<file path="src/rtl/igate_pkg.sv">
package igate_pkg;
  typedef enum logic [2:0] {
    OP_NOP    = 3'd0,
    OP_ALU    = 3'd1,
    OP_LOAD   = 3'd2,
    OP_STORE  = 3'd3,
    OP_BRANCH = 3'd4
  } op_e;
endpackage

</file>
<file path="src/rtl/igate_tag_table.sv">
module igate_tag_table #(
  parameter int NUM_TAGS = 8,
  localparam int TAG_W = $clog2(NUM_TAGS)
) (
  input  logic                clk_i,
  input  logic                rst_ni,
  input  logic                fill_en_i,
  input  logic [TAG_W-1:0]    fill_tag_i,
  input  logic [NUM_TAGS-1:0] clr_i,
  input  logic                flush_i,
  output logic [NUM_TAGS-1:0] pend_o
);
  localparam logic [NUM_TAGS-1:0] ONE = 1;

  logic [NUM_TAGS-1:0] pend_q;
  logic [NUM_TAGS-1:0] set_mask;

  assign set_mask = fill_en_i ? (ONE << fill_tag_i) : '0;

  always_ff @(posedge clk_i or negedge rst_ni) begin
    if (!rst_ni)      pend_q <= '0;
    else if (flush_i) pend_q <= '0;
    else              pend_q <= (pend_q & ~clr_i) | set_mask;  // fill wins
  end

  assign pend_o = pend_q;
endmodule

</file>
<file path="src/rtl/igate_taint_file.sv">
module igate_taint_file #(
  parameter int NUM_TAGS = 8,
  parameter int NUM_REGS = 16,
  localparam int REG_W = $clog2(NUM_REGS)
) (
  input  logic                clk_i,
  input  logic                rst_ni,
  input  logic                wr_en_i,
  input  logic [REG_W-1:0]    wr_addr_i,
  input  logic [NUM_TAGS-1:0] wr_mask_i,
  input  logic [NUM_TAGS-1:0] clr_i,
  input  logic [REG_W-1:0]    rd_a_i,
  input  logic [REG_W-1:0]    rd_b_i,
  output logic [NUM_TAGS-1:0] mask_a_o,
  output logic [NUM_TAGS-1:0] mask_b_o
);
  logic [NUM_REGS-1:0][NUM_TAGS-1:0] dep_q;

  always_ff @(posedge clk_i or negedge rst_ni) begin
    if (!rst_ni) begin
      dep_q <= '0;
    end else begin
      for (int r = 0; r < NUM_REGS; r++) begin
        if (wr_en_i && (wr_addr_i == REG_W'(r))) dep_q[r] <= wr_mask_i & ~clr_i;
        else                                     dep_q[r] <= dep_q[r] & ~clr_i;
      end
    end
  end

  assign mask_a_o = dep_q[rd_a_i];
  assign mask_b_o = dep_q[rd_b_i];
endmodule

</file>
<file path="src/rtl/igate_hazard.sv">
module igate_hazard
  import igate_pkg::*;
#(
  parameter int NUM_TAGS = 8
) (
  input  logic                ins_valid_i,
  input  logic [2:0]          op_i,
  input  logic                fault_i,
  input  logic [NUM_TAGS-1:0] own_i,   // outstanding-filtered
  input  logic [NUM_TAGS-1:0] dep_a_i,
  input  logic [NUM_TAGS-1:0] dep_b_i,
  output logic                stall_o,
  output logic                commit_o,
  output logic [NUM_TAGS-1:0] br_dep_o
);
  op_e op;
  logic need_wait;
  logic is_br;

  assign op = op_e'(op_i);

  always_comb begin
    need_wait = 1'b0;
    is_br     = 1'b0;
    case (op)
      OP_ALU, OP_STORE: need_wait = |(own_i | dep_a_i | dep_b_i);
      OP_LOAD:          need_wait = |(own_i | dep_a_i);
      OP_BRANCH:        is_br     = 1'b1;
      default:          need_wait = 1'b0;
    endcase
  end

  assign stall_o  = ins_valid_i & (fault_i | need_wait);
  assign commit_o = ins_valid_i & ~stall_o;
  assign br_dep_o = (commit_o && is_br) ? (own_i | dep_a_i | dep_b_i) : '0;
endmodule

</file>
<file path="src/rtl/igate_unit.sv">
module igate_unit
  import igate_pkg::*;
#(
  parameter int NUM_TAGS = 8,
  parameter int NUM_REGS = 16,
  localparam int TAG_W = $clog2(NUM_TAGS),
  localparam int REG_W = $clog2(NUM_REGS)
) (
  input  logic             clk_i,
  input  logic             rst_ni,
  input  logic             fill_valid_i,
  input  logic [TAG_W-1:0] fill_tag_i,
  input  logic             vrfy_valid_i,
  input  logic [TAG_W-1:0] vrfy_tag_i,
  input  logic             vrfy_ok_i,
  input  logic             ins_valid_i,
  input  logic [2:0]       ins_op_i,
  input  logic             ins_tag_valid_i,
  input  logic [TAG_W-1:0] ins_tag_i,
  input  logic [REG_W-1:0] src_a_i,
  input  logic [REG_W-1:0] src_b_i,
  input  logic [REG_W-1:0] dst_i,
  input  logic             ld_tag_valid_i,
  input  logic [TAG_W-1:0] ld_tag_i,
  output logic             commit_o,
  output logic             commit_stall_o,
  output logic             fetch_stall_o,
  output logic             fault_o
);
  localparam logic [NUM_TAGS-1:0] ONE = 1;

  logic [NUM_TAGS-1:0] pend;
  logic [NUM_TAGS-1:0] vrfy_clr;
  logic [NUM_TAGS-1:0] mask_a, mask_b, own_dep, br_dep, wr_mask;
  logic [NUM_TAGS-1:0] ctl_q;
  logic                vrfy_hit, vrfy_fail, fault_q, wr_en, commit;

  // verification results only count for outstanding tags
  assign vrfy_hit  = vrfy_valid_i & pend[vrfy_tag_i] & ~fault_q;
  assign vrfy_clr  = (vrfy_hit & vrfy_ok_i) ? (ONE << vrfy_tag_i) : '0;
  assign vrfy_fail = vrfy_hit & ~vrfy_ok_i;

  igate_tag_table #(.NUM_TAGS(NUM_TAGS)) u_tags (
    .clk_i      (clk_i),
    .rst_ni     (rst_ni),
    .fill_en_i  (fill_valid_i & ~fault_q),
    .fill_tag_i (fill_tag_i),
    .clr_i      (vrfy_clr),
    .flush_i    (vrfy_fail),
    .pend_o     (pend)
  );

  assign wr_en   = commit & ((ins_op_i == OP_ALU) | (ins_op_i == OP_LOAD));
  assign wr_mask = (ins_op_i == OP_LOAD && ld_tag_valid_i) ? (ONE << ld_tag_i) : '0;

  igate_taint_file #(.NUM_TAGS(NUM_TAGS), .NUM_REGS(NUM_REGS)) u_taint (
    .clk_i     (clk_i),
    .rst_ni    (rst_ni),
    .wr_en_i   (wr_en),
    .wr_addr_i (dst_i),
    .wr_mask_i (wr_mask),
    .clr_i     (vrfy_clr),
    .rd_a_i    (src_a_i),
    .rd_b_i    (src_b_i),
    .mask_a_o  (mask_a),
    .mask_b_o  (mask_b)
  );

  assign own_dep = ins_tag_valid_i ? ((ONE << ins_tag_i) & pend) : '0;

  igate_hazard #(.NUM_TAGS(NUM_TAGS)) u_hz (
    .ins_valid_i (ins_valid_i),
    .op_i        (ins_op_i),
    .fault_i     (fault_q),
    .own_i       (own_dep),
    .dep_a_i     (mask_a & pend),
    .dep_b_i     (mask_b & pend),
    .stall_o     (commit_stall_o),
    .commit_o    (commit),
    .br_dep_o    (br_dep)
  );

  always_ff @(posedge clk_i or negedge rst_ni) begin
    if (!rst_ni) begin
      ctl_q   <= '0;
      fault_q <= 1'b0;
    end else if (!fault_q) begin
      ctl_q <= (ctl_q | br_dep) & ~vrfy_clr;
      if (vrfy_fail) fault_q <= 1'b1;
    end
  end

  assign commit_o      = commit;
  assign fetch_stall_o = fault_q | (|(ctl_q & pend));
  assign fault_o       = fault_q;
endmodule

</file>
<file path="config.mk">
export PLATFORM = sky130hd
export DESIGN_NAME = igate_unit
export DESIGN_NICKNAME = d
export VERILOG_FILES = /design/src/rtl/igate_pkg.sv /design/src/rtl/igate_tag_table.sv /design/src/rtl/igate_taint_file.sv /design/src/rtl/igate_hazard.sv /design/src/rtl/igate_unit.sv
export SDC_FILE = /design/constraint.sdc
export NUM_CORES = 1
export LEC_CHECK = 0
export BUFFER_PORTS_ARGS = -buffer_cell sky130_fd_sc_hd__clkbuf_2
export CORE_MARGIN = 2
export CORE_UTILIZATION = 47
export CTS_CLUSTER_DIAMETER = 40
export DETAILED_ROUTE_END_ITERATION = 16
export GPL_TIMING_DRIVEN = 0
export HOLD_SLACK_MARGIN = 0.08
export PLACE_DENSITY = 0.77
export SYNTH_ARGS = -nofsm -noshare
export SYNTH_HDL_FRONTEND = slang
export SYNTH_SLANG_ARGS = --single-unit
</file>
<file path="constraint.sdc">
create_clock -name clk_i -period 2.91 [get_ports clk_i]
set_input_delay 0.4365 -clock clk_i [delete_from_list [all_inputs] [get_ports clk_i]]
set_output_delay 0.4365 -clock clk_i [all_outputs]
set_load 0.005 [all_outputs]
</file>
==> run metrics <==
vias in the first global route=between 7,000 and 8,000; clock slew at reported path FFs=roughly 0.06 ns; area of the multi-input gates=just under 5000 µm²; worst flop-to-flop path startpoint=u_taint.dep_q[70]; # Max-Cap Violations=0; Post-synth EDFFs=0; 1st-iter DRT viols=roughly 960; CTS tree=yes; drt pass-1 iters=8; GPL Wtd Cong=approximately 0.91; worst reg2reg endpoint=u_taint.dep_q[125]; dpl cells=between 1,000 and 1,500; die area=just over 20,000 µm²; crit path to=commit_stall_o; Setup crit start kind=flop; Synth warnings=0; DP Worst Slack=-0.855 ns; Synth-to-Final Area Change=16.3%; Sink Count=roughly 150; share of cells above drive strength 1=around a fifth; Syn Inst Count=797; commonest cells in the netlist=mux2i_1 (193), dfrtp_1 (145), nand2_1 (137); RSZ-0062 raised after global routing=yes; Power Density=roughly 500 nW/µm²; Initial Util=47.8%; largest net degree at the start of global routing=just over 100; total chip power=around 5.3 mW; Cell Count, Final, Fillers Out=about 1,100; Vias/cell=around 6.6; highest clock rate=roughly 290 MHz; Num CTS Buffers=17; Post-route DRC=0; met2 GRT Util=a little over two fifths; Final Cycle Share=117%; Worst EP arrival=2.96 ns; GR peak layer=met2; Synth async-reset ratio=100%; Max rail drop VDD=between 0.0003 and 0.0004 V; Max-slew headroom=roughly two fifths; Clock Latency Late Sink=between 0.4 and 0.5 ns; DP HPWL=roughly 18,000 µm; Tightest Pin Transition=about 0.92 ns; critical path type=flop to output port; Die X=roughly 140 µm; Final Max Tran Viols=0; Layout Nets=~890; global-route met1 utilization=34.8%; initial antenna violation count=0; io pins=39; synth top area cells=dfrtp_1 (41%), mux2i_1 (22%), mux4_2 (6.6%); # fillers=1,558; Std-Cell Rows=50; final count of hold timing violations=0; register area share after synthesis=approximately 41%; # diodes=0; syn nets=~830; CTS max path bufs=2; # setup viols final=129; WL/cell=between 20 and 25 µm; post-synthesis sequential element count=145; port buffer count=32; Antenna Nets Post-Route=0; Hold Path Class=primary input to flop; Synth area leader=dfrtp_1; die height=142 µm; grt ovf=0; WL final=approximately 27,000 µm; Leakage=5.10 nW; most common flop cell mapped by yosys=dfrtp_1; H-tree level count=4; Clock Skew=~0.011 ns; most frequent cell after synthesis=mux2i_1; Root Buffer=clkbuf_16; final worst slack=-0.487 ns; total track usage=27.4%; CP startpoint=u_taint.dep_q[70]; Max Fanout on Critical Path=3; worst reg2reg setup slack=-0.22 ns; WP data required=between 2 and 2.5 ns; Tmin final=approximately 3.4 ns; share of the synthesized area in the top cell type=approximately two fifths; Mean Syn Cell Area=around 11 µm²; failing checks=negative setup slack; via count=7,278; GR Util met3=7.26%; mapped cell area=8930 µm²; critical path capture point type=output port; core area=around 19,000 µm²; Netlist cell types=49; Worst Reg-to-Reg Cells=10; status=complete, but fails checks; Sequential Area=about 3600 µm²; first-pass GRT wire length=41,300 µm
==> routing by layer <==
metal	share of wire (%)	routed length, µm	vias to the layer above
met2	47	12900	485
met1	38	10300	3618
met4	4.7	1270	0
li1	-	-	3075
met5	0	0	-
met3	10	2720	100
==> cell usage in the layout, fill, tap and decap left out, types with 12 or more instances in the layout <==
cell	n
buf_6	17
dfrtp_1	145
buf_12	12
clkbuf_2	33
mux4_2	30
nand2_1	137
nor2_1	27
clkbuf_16	17
nand3_1	18
or3_4	13
nor2b_1	13
dlygate4sd1_1	14
mux2i_1	193
a22oi_1	55
buf_4	13
==> sequential cells by signal (all words and copies together) (netlist names) <==
| name | flops |
|---|---|
| u_tags.pend_o | 8 |
| u_taint.dep_q | 128 |
| ctl_q | 8 |
| fault_o | 1 |
==> layout make-up <==
type	count	share of cell area (%)
plain buffers	60	6.51
clock buffers	18	4.23
clock inverters	14	1.35
inverters	2	0.0723
multi-input cells	585	46.9
flip-flops and latches	145	34.9
well taps	234	2.82
repair buffers	47	3.18
==> cells by family (layout without fill, tap and decap cells) <==
logic type	after synthesis	count (layout)	share of synthesized area [%]
compound gates	112	112	9.69
xor+xnor	1	1	0.0981
buf+inv	67	141	6.34
flops	145	145	40.6
mux	227	227	30.5
simple gates	245	245	12.7
==> per-stage QoR <==
step	TNS, ns	utilization, %	area, µm²	hold WS (ns)
final	-11.97	55.5	10400	0.346
after global routing	-23.37	55.5	10400	0.375
after CTS	-3.42	54.8	10300	0.344
after detailed placement	-77.09	50.6	9460	0.404
after global placement	-224.80	50.3	9420	0.507
after floorplan	0	-	8960	0.141
==> what timing repair did <==
item / 4_1_cts / 5_1_grt
pin swaps: 16 / 5
buffers inserted: 7 / 5
endpoints found under the hold margin: 45 / 0
setup endpoints to repair: 130 / 130
gates resized for setup: 34 / 37
hold buffers: 1 / 0
==> critical path: stages (launching register included) <==
cell,delay [ns]
dfrtp_1,0.40
mux4_4,0.63
a22oi_2,0.18
o211ai_1,0.20
a22oi_2,0.28
a41oi_4,0.17
buf_6,0.15
or2_4,0.24
o21a_1,0.17
clkbuf_2,0.11
==> worst min-delay path by stage <==
| stage | from | endpoint | slack (ns) | depth (start not counted) |
|---|---|---|---|---|
| floorplan | rst_ni | ctl_q[0] | 0.14 | 0 |
| global placement | ctl_q[4] | ctl_q[4] | 0.51 | 2 |
| detailed placement | rst_ni | u_taint.dep_q[70] | 0.40 | 1 |
| CTS | fill_tag_i[0] | u_tags.pend_o[3] | 0.34 | 3 |
| global route | vrfy_ok_i | u_tags.pend_o[5] | 0.37 | 3 |
| finish | fill_tag_i[0] | u_tags.pend_o[3] | 0.35 | 3 |
==> power by group <==
| part | internal, mW | switching (mW) |
|---|---|---|
| logic | 0.376 | 0.470 |
| clock network | 1.28 | 0.906 |
| registers | 2.13 | 0.160 |
(Power assumes the default switching activity.)
